<file path="config.mk">
export PLATFORM = sky130hd
export DESIGN_NAME = rdseq_unlock
export DESIGN_NICKNAME = d
export VERILOG_FILES = /design/src/rtl/rdseq_pkg.sv /design/src/rtl/rdseq_match.sv /design/src/rtl/rdseq_tracker.sv /design/src/rtl/rdseq_mode_latch.sv /design/src/rtl/rdseq_unlock.sv
export SDC_FILE = /design/constraint.sdc
export NUM_CORES = 1
export LEC_CHECK = 0
export BUFFER_PORTS_ARGS = -buffer_cell sky130_fd_sc_hd__clkbuf_2
export CORE_UTILIZATION = 47
export DETAILED_ROUTE_END_ITERATION = 7
export PLACE_DENSITY = 0.77
export SLEW_MARGIN = 30
export SYNTH_ARGS = -nofsm -noshare
export SYNTH_HDL_FRONTEND = slang
export SYNTH_SLANG_ARGS = --single-unit
</file>
<file path="constraint.sdc">
create_clock -name clk -period 2.6 [get_ports clk]
set_input_delay 0.26 -clock clk [delete_from_list [all_inputs] [get_ports clk]]
set_output_delay 0.26 -clock clk [all_outputs]
set_load 0.03 [all_outputs]
</file>
<file path="src/rtl/rdseq_pkg.sv">
package rdseq_pkg;

   localparam int CHAIN_LEN = 11;
   localparam int SEL_STEP  = 7;

   localparam logic [31:0] CODE_MEDIA = 32'h0880_0006;
   localparam logic [31:0] CODE_RAM   = 32'h0880_000C;

   typedef enum logic [1:0] {
      SEL_NONE  = 2'd0,
      SEL_MEDIA = 2'd1,
      SEL_RAM   = 2'd2
   } sel_e;

   // Fixed address expected at each chain step (selector step returns 0).
   function automatic logic [31:0] chain_addr(input int idx);
      logic [31:0] a;
      case (idx)
         0:       a = 32'h08E0_0002;
         1:       a = 32'h0800_000E;
         2:       a = 32'h0880_1FFC;
         3:       a = 32'h0800_104A;
         4:       a = 32'h0880_0612;
         5:       a = 32'h0800_0000;
         6:       a = 32'h0880_1B66;
         8:       a = 32'h0800_080E;
         9:       a = 32'h0800_0000;
         10:      a = 32'h0900_0000;
         default: a = 32'h0000_0000;
      endcase
      return a;
   endfunction

endpackage

</file>
<file path="src/rtl/rdseq_match.sv">
module rdseq_match
   import rdseq_pkg::*;
#(
   parameter int ADDR_W   = 32,
   parameter int SEQ_LEN  = 11,
   parameter int SEL_POS  = 7
) (
   input  logic [ADDR_W-1:0]  addr_i,
   output logic [SEQ_LEN-1:0] hit_o,
   output sel_e               sel_o
);

   logic is_media;
   logic is_ram;

   assign is_media = (addr_i == ADDR_W'(CODE_MEDIA));
   assign is_ram   = (addr_i == ADDR_W'(CODE_RAM));

   always_comb begin
      if (is_media)    sel_o = SEL_MEDIA;
      else if (is_ram) sel_o = SEL_RAM;
      else             sel_o = SEL_NONE;
   end

   for (genvar i = 0; i < SEQ_LEN; i++) begin : g_step
      if (i == SEL_POS) begin : g_sel
         assign hit_o[i] = is_media | is_ram;
      end else begin : g_fixed
         assign hit_o[i] = (addr_i == ADDR_W'(chain_addr(i)));
      end
   end

   // the two selector codes never match together
   always_comb begin
      a_r2_codes_distinct: assert (!(is_media && is_ram));
   end

endmodule

</file>
<file path="src/rtl/rdseq_tracker.sv">
module rdseq_tracker
   import rdseq_pkg::*;
#(
   parameter int SEQ_LEN          = 11,
   parameter int SEL_POS          = 7,
   parameter bit RESTART_ON_FIRST = 1'b1
) (
   input  logic               clk,
   input  logic               rst_n,
   input  logic               rd_i,
   input  logic               wr_i,
   input  logic [SEQ_LEN-1:0] hit_i,
   input  sel_e               sel_i,
   output logic               done_o,
   output sel_e               done_sel_o
);

   localparam int STEP_W = $clog2(SEQ_LEN);
   localparam int PAD_N  = 2 ** STEP_W;
   localparam logic [STEP_W-1:0] LAST_STEP = STEP_W'(SEQ_LEN - 1);
   localparam logic [STEP_W-1:0] SEL_STEP_V = STEP_W'(SEL_POS);

   logic [STEP_W-1:0] step_q, step_d;
   sel_e              sel_q, sel_d;
   logic [PAD_N-1:0]  hit_pad;
   logic              cur_hit;
   logic              restart_one;

   always_comb begin
      hit_pad = '0;
      hit_pad[SEQ_LEN-1:0] = hit_i;
   end

   assign cur_hit = hit_pad[step_q];

   if (RESTART_ON_FIRST) begin : g_restart
      assign restart_one = hit_i[0];
   end else begin : g_norestart
      assign restart_one = 1'b0;
   end

   always_comb begin
      step_d = step_q;
      sel_d  = sel_q;
      if (rd_i) begin
         if (cur_hit) begin
            if (step_q == SEL_STEP_V) sel_d = sel_i;
            step_d = (step_q == LAST_STEP) ? '0 : step_q + STEP_W'(1);
         end else begin
            step_d = restart_one ? STEP_W'(1) : '0;
         end
      end
   end

   always_ff @(posedge clk or negedge rst_n) begin
      if (!rst_n) begin
         step_q <= '0;
         sel_q  <= SEL_NONE;
      end else begin
         step_q <= step_d;
         sel_q  <= sel_d;
      end
   end

   assign done_o     = rd_i && (step_q == LAST_STEP) && cur_hit;
   assign done_sel_o = sel_q;

   // the step counter stays inside the chain
   a_r5_step_range: assert property (@(posedge clk) disable iff (!rst_n)
      step_q <= LAST_STEP);

   // a write leaves the chain position untouched
   a_r7_write_holds: assert property (@(posedge clk) disable iff (!rst_n)
      (wr_i && !rd_i) |=> $stable(step_q));

   // an idle cycle leaves the chain position untouched
   a_r8_idle_holds: assert property (@(posedge clk) disable iff (!rst_n)
      (!wr_i && !rd_i) |=> $stable(step_q));

   // a bad selector address drops the chain
   a_r6_bad_sel_aborts: assert property (@(posedge clk) disable iff (!rst_n)
      (rd_i && step_q == SEL_STEP_V && sel_i == SEL_NONE) |=> (step_q <= STEP_W'(1)));

   // completion only comes after a real selector was captured
   a_r4_done_has_sel: assert property (@(posedge clk) disable iff (!rst_n)
      done_o |-> (sel_q != SEL_NONE));

endmodule

</file>
<file path="src/rtl/rdseq_mode_latch.sv">
module rdseq_mode_latch
   import rdseq_pkg::*;
(
   input  logic clk,
   input  logic rst_n,
   input  logic done_i,
   input  sel_e done_sel_i,
   output logic media_o,
   output logic wren_o
);

   logic media_q;
   logic wren_q;

   always_ff @(posedge clk or negedge rst_n) begin
      if (!rst_n) begin
         media_q <= 1'b0;
         wren_q  <= 1'b0;
      end else if (done_i) begin
         media_q <= (done_sel_i == SEL_MEDIA);
         wren_q  <= (done_sel_i == SEL_RAM);
      end
   end

   assign media_o = media_q;
   assign wren_o  = wren_q;

   // media mode and RAM writes are never on together
   a_r3_exclusive: assert property (@(posedge clk) disable iff (!rst_n)
      !(media_q && wren_q));

   // outputs only move on a completed chain
   a_r4_hold_until_done: assert property (@(posedge clk) disable iff (!rst_n)
      !done_i |=> ($stable(media_q) && $stable(wren_q)));

   // a media chain lands in media mode
   a_r2_media_lands: assert property (@(posedge clk) disable iff (!rst_n)
      (done_i && done_sel_i == SEL_MEDIA) |=> (media_q && !wren_q));

   // a RAM chain enables writes
   a_r3_ram_lands: assert property (@(posedge clk) disable iff (!rst_n)
      (done_i && done_sel_i == SEL_RAM) |=> (!media_q && wren_q));

endmodule

</file>
<file path="src/rtl/rdseq_unlock.sv">
module rdseq_unlock
   import rdseq_pkg::*;
#(
   parameter int ADDR_W           = 32,
   parameter int SEQ_LEN          = 11,
   parameter int SEL_POS          = 7,
   parameter bit RESTART_ON_FIRST = 1'b1
) (
   input  logic              clk,
   input  logic              rst_n,
   input  logic              acc_valid,
   input  logic              acc_write,
   input  logic [ADDR_W-1:0] acc_addr,
   output logic              mode_media,
   output logic              ram_wr_en
);

   if (ADDR_W < 28) begin : g_bad_addr_w
      $error("rdseq_unlock: ADDR_W must cover 28 address bits");
   end
   if (SEQ_LEN != CHAIN_LEN) begin : g_bad_len
      $error("rdseq_unlock: SEQ_LEN must equal the fixed chain length");
   end
   if (SEL_POS <= 0 || SEL_POS >= SEQ_LEN - 1) begin : g_bad_sel
      $error("rdseq_unlock: SEL_POS must sit strictly inside the chain");
   end

   logic               rd_acc;
   logic               wr_acc;
   logic [SEQ_LEN-1:0] hit;
   sel_e               sel_now;
   logic               chain_done;
   sel_e               chain_sel;

   assign rd_acc = acc_valid && !acc_write;
   assign wr_acc = acc_valid &&  acc_write;

   rdseq_match #(
      .ADDR_W  (ADDR_W),
      .SEQ_LEN (SEQ_LEN),
      .SEL_POS (SEL_POS)
   ) u_match (
      .addr_i (acc_addr),
      .hit_o  (hit),
      .sel_o  (sel_now)
   );

   rdseq_tracker #(
      .SEQ_LEN          (SEQ_LEN),
      .SEL_POS          (SEL_POS),
      .RESTART_ON_FIRST (RESTART_ON_FIRST)
   ) u_track (
      .clk        (clk),
      .rst_n      (rst_n),
      .rd_i       (rd_acc),
      .wr_i       (wr_acc),
      .hit_i      (hit),
      .sel_i      (sel_now),
      .done_o     (chain_done),
      .done_sel_o (chain_sel)
   );

   rdseq_mode_latch u_mode (
      .clk        (clk),
      .rst_n      (rst_n),
      .done_i     (chain_done),
      .done_sel_i (chain_sel),
      .media_o    (mode_media),
      .wren_o     (ram_wr_en)
   );

   // reset state is RAM mode with writes off
   always @(posedge clk) begin
      if (!rst_n) begin
         a_r1_reset_state: assert (!mode_media && !ram_wr_en);
      end
   end

endmodule

</file>
==> results of run 1 <==
-- stage by stage --
stage | setup slack (ps) | hold slack [ps] | TNS [ps]
3_3_place_gp | 10.56 | 107.7 | 0
3_5_place_dp | -32.20 | 113.1 | -50.89
2_1_floorplan | 94.68 | -35.59 | 0
5_1_grt | 166.1 | 395.3 | 0
4_1_cts | 234.8 | 367.9 | 0
6_report | 228.6 | 366.8 | 0
-- state kept, by name, summed over array words and instances (netlist names) --
signal / flops
u_mode.wren_o: 1
u_mode.media_o: 1
u_track.done_sel_o: 2
u_track.step_q: 4
-- power by group --
part           leakage, nW  internal (mW)  switching (mW)
clock network       0.0138         0.0527          0.0410
logic                0.355         0.0379          0.0405
registers            0.110          0.126         0.00149
total                0.479          0.217          0.0830
-- synth_stat cells, types with 3 or more instances --
master / count / share of area, %
nand4_1: 5 / 3.5
nor3_1: 7 / 3.9
inv_1: 5 / 2.1
nor4bb_1: 3 / 3.3
dfrtp_1: 8 / 22
nand2b_1: 4 / 2.8
nand4b_1: 4 / 3.9
nor2_1: 11 / 4.6
o21ai_0: 6 / 3.3
or4_4: 3 / 3.7
a21oi_1: 3 / 1.7
nor4_1: 8 / 5.5
nor4b_1: 4 / 3.9
nand3_1: 5 / 2.8
a31oi_1: 3 / 2.1
nand2_1: 6 / 2.5
-- final cells by class --
class	instances	area, um2
Multi-Input combinational cell	98	670.6
Fill cell	162	588.1
Timing Repair Buffer	43	232.7
Sequential cell	8	200.2
Tap cell	25	31.28
Clock buffer	3	22.52
Inverter	5	18.77
-- layout by cell type (no fill, tap or decap), types with 2 or more instances in the layout --
cell type / Yosys / routed
clkbuf_2: 0 / 37
nor2_1: 11 / 11
nor4_1: 8 / 8
dfrtp_1: 8 / 8
nor3_1: 7 / 7
nand2_1: 6 / 6
o21ai_0: 6 / 6
inv_1: 5 / 5
nand3_1: 5 / 5
nand4_1: 5 / 5
buf_4: 0 / 5
nor4b_1: 4 / 4
nand4b_1: 4 / 4
nand2b_1: 4 / 4
or4_4: 3 / 3
nor4bb_1: 3 / 3
a31oi_1: 3 / 3
a21oi_1: 3 / 3
clkbuf_4: 0 / 3
nor2b_1: 2 / 2
o211ai_1: 2 / 2
mux2_1: 2 / 2
nor3b_1: 2 / 2
ha_1: 2 / 2
-- worst max-delay path, cell delays in order --
cell and delay (ps):
clkbuf_2 80, or4_4 530, nand4bb_1 350, or4_1 620, o41a_1 140, o221ai_2 100, nand3b_4 110, mux2_1 320
-- logic make-up after synthesis --
logic type	after synthesis
compound gates	22
fa+ha+maj	2
flops	8
mux	2
buf+inv	8
simple gates	72
-- per-layer routing --
layer | track usage (%) | up-vias
met3 | 8.730 | 2
met4 | 5.882 | 0
li1 | - | 547
met2 | 44.00 | 61
met5 | 0 | -
met1 | 32.45 | 512
-- worst min-delay path by stage --
stage                        end  cells after the start
2_1_floorplan     u_mode.media_o                      0
3_3_place_gp      u_mode.media_o                      1
3_5_place_dp      u_mode.media_o                      1
4_1_cts        u_track.step_q[1]                      4
5_1_grt        u_track.step_q[0]                      2
6_report       u_track.step_q[1]                      4
==> flow_metrics.env, run 1 <==
export IMPL_r2r_end="u_track.done_sel_o[0]"
export IMPL_critPathArrivalTime_ps=2510
export IMPL_muxShareOfSynthArea_pct=2.497
export IMPL_area_delta_synth_final_pct=30.37
export IMPL_synth_area_um2=902.1
export IMPL_drt_met1_wl_um=1096
export IMPL_slew_headroom_pct=61.08
export IMPL_cp_startpoint="acc_addr[16]"
export IMPL_grt_pass1_vias=1008
export IMPL_ant_nets=0
export IMPL_async_flop_share_pct=100.0
export IMPL_io_pin_count=38
export IMPL_synth_nets=152
export IMPL_crit_required_ps=2740
export IMPL_postPlaceCellArea_mm2=0.001144
export IMPL_cts_buffers=3
export IMPL_path_class="in -> reg"
export IMPL_met3_length_um=254
export IMPL_synth_ff_type="dfrtp_1"
export IMPL_routed_via_density=6.165
export IMPL_stdcell_count=182
export IMPL_cp_start_kind="input port"
export IMPL_clock_latency_ps=250
export IMPL_period_needed_ps=2371
export IMPL_cap_violations=0
export IMPL_status="finished clean"
export IMPL_start_util_pct=51.13
export IMPL_hpwlAfterDp_um=2033
export IMPL_postCtsSetupRepairBufs=0
export IMPL_timing_worst_slew_pin_value_ps=575.9
export IMPL_cts_max_level=1
export IMPL_highest_layer="met4"
export IMPL_hp_class="in -> reg"
export IMPL_initialDrtViolationCount=42
export IMPL_postLayoutCoreUtil_pct=66.67
export IMPL_drive_gt1_share_pct=33.12
export IMPL_final_area_mm2=0.001176
export IMPL_cts_tree="yes"
export IMPL_fp_dieW_um=45.81
export IMPL_worst_r2r_cell_count=8
export IMPL_final_setup_viol_count=0
export IMPL_p_total_mw=0.3001
export IMPL_yosys_warnings=0
export IMPL_grt_max_degree=13
export IMPL_cts_sinks=8
export IMPL_synthDistinctLibCells=39
export IMPL_synth_compound_area_share_pct=16.92
export IMPL_ir_drop_mv=0.3847
export IMPL_drc=0
export IMPL_core_mm2=0.001764
export IMPL_cts_max_path_buffers=2
export IMPL_synth_seq_cells=8
export IMPL_synth_edf_count=0
export IMPL_die_h_um=45.81
export IMPL_rows=15
export IMPL_fin_nets=197
export IMPL_yosys_area_share_simple_pct=52.15
export IMPL_finClkSkew_ps=5.360
export IMPL_port_buffers=37
export IMPL_clock_fmax_mhz=421.7
export IMPL_synthXorXnorAreaFrac_pct=0
export IMPL_grt_setup_unrepaired="false"
export IMPL_overflow=0
export IMPL_dr_pass1_iters=4
export IMPL_rrSetupSlack_ps=530
export IMPL_clk_pin_slew_ps=50
export IMPL_wl_met2_um=1087
export IMPL_grt_usage_pct=26.25
export IMPL_synth_top_family_by_area="simple AND/OR/NAND/NOR gates"
export IMPL_cts_hold_buf=1
export IMPL_insertedDiodeCount=0
export IMPL_cp_max_fo=5
export IMPL_avgSynthCellArea_um2=7.913
export IMPL_crit_path_end="u_track.done_sel_o[0]"
export IMPL_p_per_area_mw_per_mm2=255.2
export IMPL_hold_viol_final=0
export IMPL_holdCritStartpoint="acc_valid"
export IMPL_die_area_mm2=0.002099
export IMPL_timing_rr_start="u_track.step_q[0]"
export IMPL_antenna_found_initial=0
export IMPL_leakage_nw=0.4790
export IMPL_slew_viol_final=0
export IMPL_clockRootBuffer="clkbuf_4"
export IMPL_fin_crit_sh_pct=91.21
export IMPL_drt_total_wl_um=2457
export IMPL_cp_end_kind="register"
export IMPL_place_congestion=0.9119
export IMPL_grt_pass1_wl_um=3988
export IMPL_synth_adder_area_share_pct=2.774
export IMPL_routedWlPerCell_um=13.50
export IMPL_cts_repair_resized=0
export IMPL_num_vias=1122
export IMPL_yosysSeqAreaShare_pct=22.19
export IMPL_dp_cells=178
export IMPL_syn_inst=114
No activity file was read; power rests on OpenSTA's default activity.
==> run 2: changes to the inputs <==
- CORE_UTILIZATION: 47 -> 30
- PLACE_DENSITY: 0.77 -> 0.52
==> run 2 against run 1 <==
Non-clock buffer count increased by 2. Final cell count increased by 4.4%. The run now ends with design-rule violations left. Clock-buffer cell count unchanged. Clock skew increased by 1.9 ps. Clock power decreased by 2.7%. Largest cell class unchanged. Global-route usage decreased by 8.5 points. Maximum frequency decreased by 0.39%. First-iteration DRC count decreased by 9.5%. Combinational power increased by 2%.
==> flow_metrics.env, run 2 (synthesis gave the netlist of run 1 again) <==
export IMPL_cts_buffers=3
export IMPL_dr_pass1_iters=6
export IMPL_cp_slowest_stage_delay_ps=550
export IMPL_hp_class="in -> reg"
export IMPL_cp_end_kind="register"
export IMPL_p_per_area_mw_per_mm2=251.0
export IMPL_cts_sinks=8
export IMPL_critPathArrivalTime_ps=2500
export IMPL_drive_gt1_share_pct=33.96
export IMPL_clockRootBuffer="clkbuf_4"
export IMPL_status="finished with violations"
export IMPL_largest_register_ffs=4
export IMPL_grt_pass1_vias=1090
export IMPL_routedWlPerCell_um=14.28
export IMPL_hpwlAfterDp_um=2298
export IMPL_dp_cells=186
export IMPL_wl_met2_um=1296
export IMPL_fin_nets=199
export IMPL_clock_fmax_mhz=420.1
export IMPL_register_area_um2=200.2
export IMPL_final_setup_viol_count=0
export IMPL_path_cells="clkbuf_2 > or4_4 > or2_0 > or4_4 > o41a_1 > o221ai_2 > nand3b_4 > mux2_1"
export IMPL_fin_crit_sh_pct=91.56
export IMPL_slew_headroom_pct=60.10
export IMPL_leakage_nw=0.4897
export IMPL_hold_ws_ps=366.8
export IMPL_cts_max_level=1
export IMPL_drt_total_wl_um=2714
export IMPL_ant_nets=0
export IMPL_port_buffers=37
export IMPL_cts_max_path_buffers=2
export IMPL_timing_worst_slew_pin_value_ps=590.5
export IMPL_grt_max_degree=13
export IMPL_initialDrtViolationCount=38
export IMPL_drt_met1_wl_um=1200
export IMPL_fp_dieW_um=56.84
export IMPL_met3_length_um=217
export IMPL_finClkSkew_ps=7.238
export IMPL_clock_latency_ps=250
export IMPL_slew_viol_final=0
export IMPL_grt_setup_unrepaired="false"
export IMPL_setup_tns_ps=0
export IMPL_routed_via_density=5.784
export IMPL_grt_pass1_wl_um=4574
export IMPL_drc=10
export IMPL_regMostFlops="u_track.step_q"
export IMPL_core_mm2=0.002805
export IMPL_num_vias=1099
export IMPL_failed_checks="design-rule violations"
export IMPL_crit_required_ps=2720
export IMPL_path_class="in -> reg"
export IMPL_start_util_pct=32.16
export IMPL_clk_pin_slew_ps=50
export IMPL_io_pin_count=38
export IMPL_final_common_cell="clkbuf_2"
export IMPL_overflow=0
export IMPL_cp_start_kind="input port"
export IMPL_cp_slowest_cell="or4_4"
export IMPL_grt_usage_pct=17.79
export IMPL_place_congestion=0.8263
export IMPL_postCtsSetupRepairBufs=0
export IMPL_area_delta_synth_final_pct=32.87
export IMPL_period_needed_ps=2381
export IMPL_cp_max_fo=3
export IMPL_die_area_mm2=0.003230
export IMPL_rows=19
export IMPL_fill_cells=301
export IMPL_ir_drop_mv=0.2979
export IMPL_multi_input_area_um2=670.6
export IMPL_die_h_um=56.84
export IMPL_insertedDiodeCount=0
export IMPL_stdcell_count=190
export IMPL_hold_viol_final=0
export IMPL_cap_violations=0
export IMPL_final_cell_mix="37 x clkbuf_2, 11 x nor2_1, 8 x nor4_1, 8 x dfrtp_1"
export IMPL_path_common_cell="or4_4"
export IMPL_highest_layer="met3"
export IMPL_antenna_found_initial=0
export IMPL_cts_tree="yes"
[run 2: cell count changes in the layout (fill, tap and decap cells not counted)]
cell,before,now
buf_4,5,7
[run 2: worst max-delay path, delay by kind of cell]
kind,cells,cell delay (ps)
muxes,1,320
AOI/OAI and AO/OA,2,440
buffers and inverters,1,80
and+or+nand+nor,4,1390
[run 2: what timing repair did]
item	CTS	global route
hold buffers	1	0
gates resized for setup	0	0
hold endpoints to repair	8	0
[run 2: cell type report]
| cell class | instances | share of cell area [%] |
|---|---|---|
| multi-input cells | 98 | 55.95 |
| repair buffers | 45 | 20.67 |
| flip-flops and latches | 8 | 16.70 |
| well taps | 31 | 3.236 |
| clock buffers | 3 | 1.879 |
| inverters | 5 | 1.566 |
[run 2: path summary, 6_finish.rpt]
check	to	slack, ps	cells after the start	start
setup / recovery	u_track.done_sel_o[0]	220	8	acc_addr[16]
hold / removal	u_track.step_q[1]	370	4	acc_valid
setup reg to reg	u_track.done_sel_o[0]	440	7	u_track.step_q[0]
hold reg to reg	u_mode.wren_o	490	2	u_mode.wren_o
max in group asynchronous	u_track.step_q[0]	2030	2	rst_n
min in group asynchronous	u_track.step_q[3]	390	2	rst_n
[run 2: through the flow]
| step | setup slack (ps) | instance area (um2) | power [mW] | utilization (%) |
|---|---|---|---|---|
| detailed placement | -37.95 | 1166 | 0.2103 | 41.57 |
| global route | 139.5 | 1199 | 0.3234 | 42.73 |
| global placement | 6.790 | 1166 | 0.2086 | 41.57 |
| floorplan | 94.68 | 902.1 | 0.1598 | - |
| finish | 219.5 | 1199 | 0.3009 | 42.73 |
| CTS | 218.7 | 1199 | 0.3061 | 42.73 |
[run 2: routing by layer]
metal	vias to the layer above	GRT usage (%)
met3	0	4.839
met4	0	0
met2	42	31.97
met1	506	22.57
met5	-	0
li1	551	-
[run 2: power breakdown]
group	leakage [nW]	switching (mW)	total [mW]	internal, mW
sequential	0.110	0.00344	0.130	0.126
combinational	0.366	0.0407	0.0798	0.0391
clock	0.0138	0.0386	0.0912	0.0526
total	0.490	0.0828	0.301	0.218
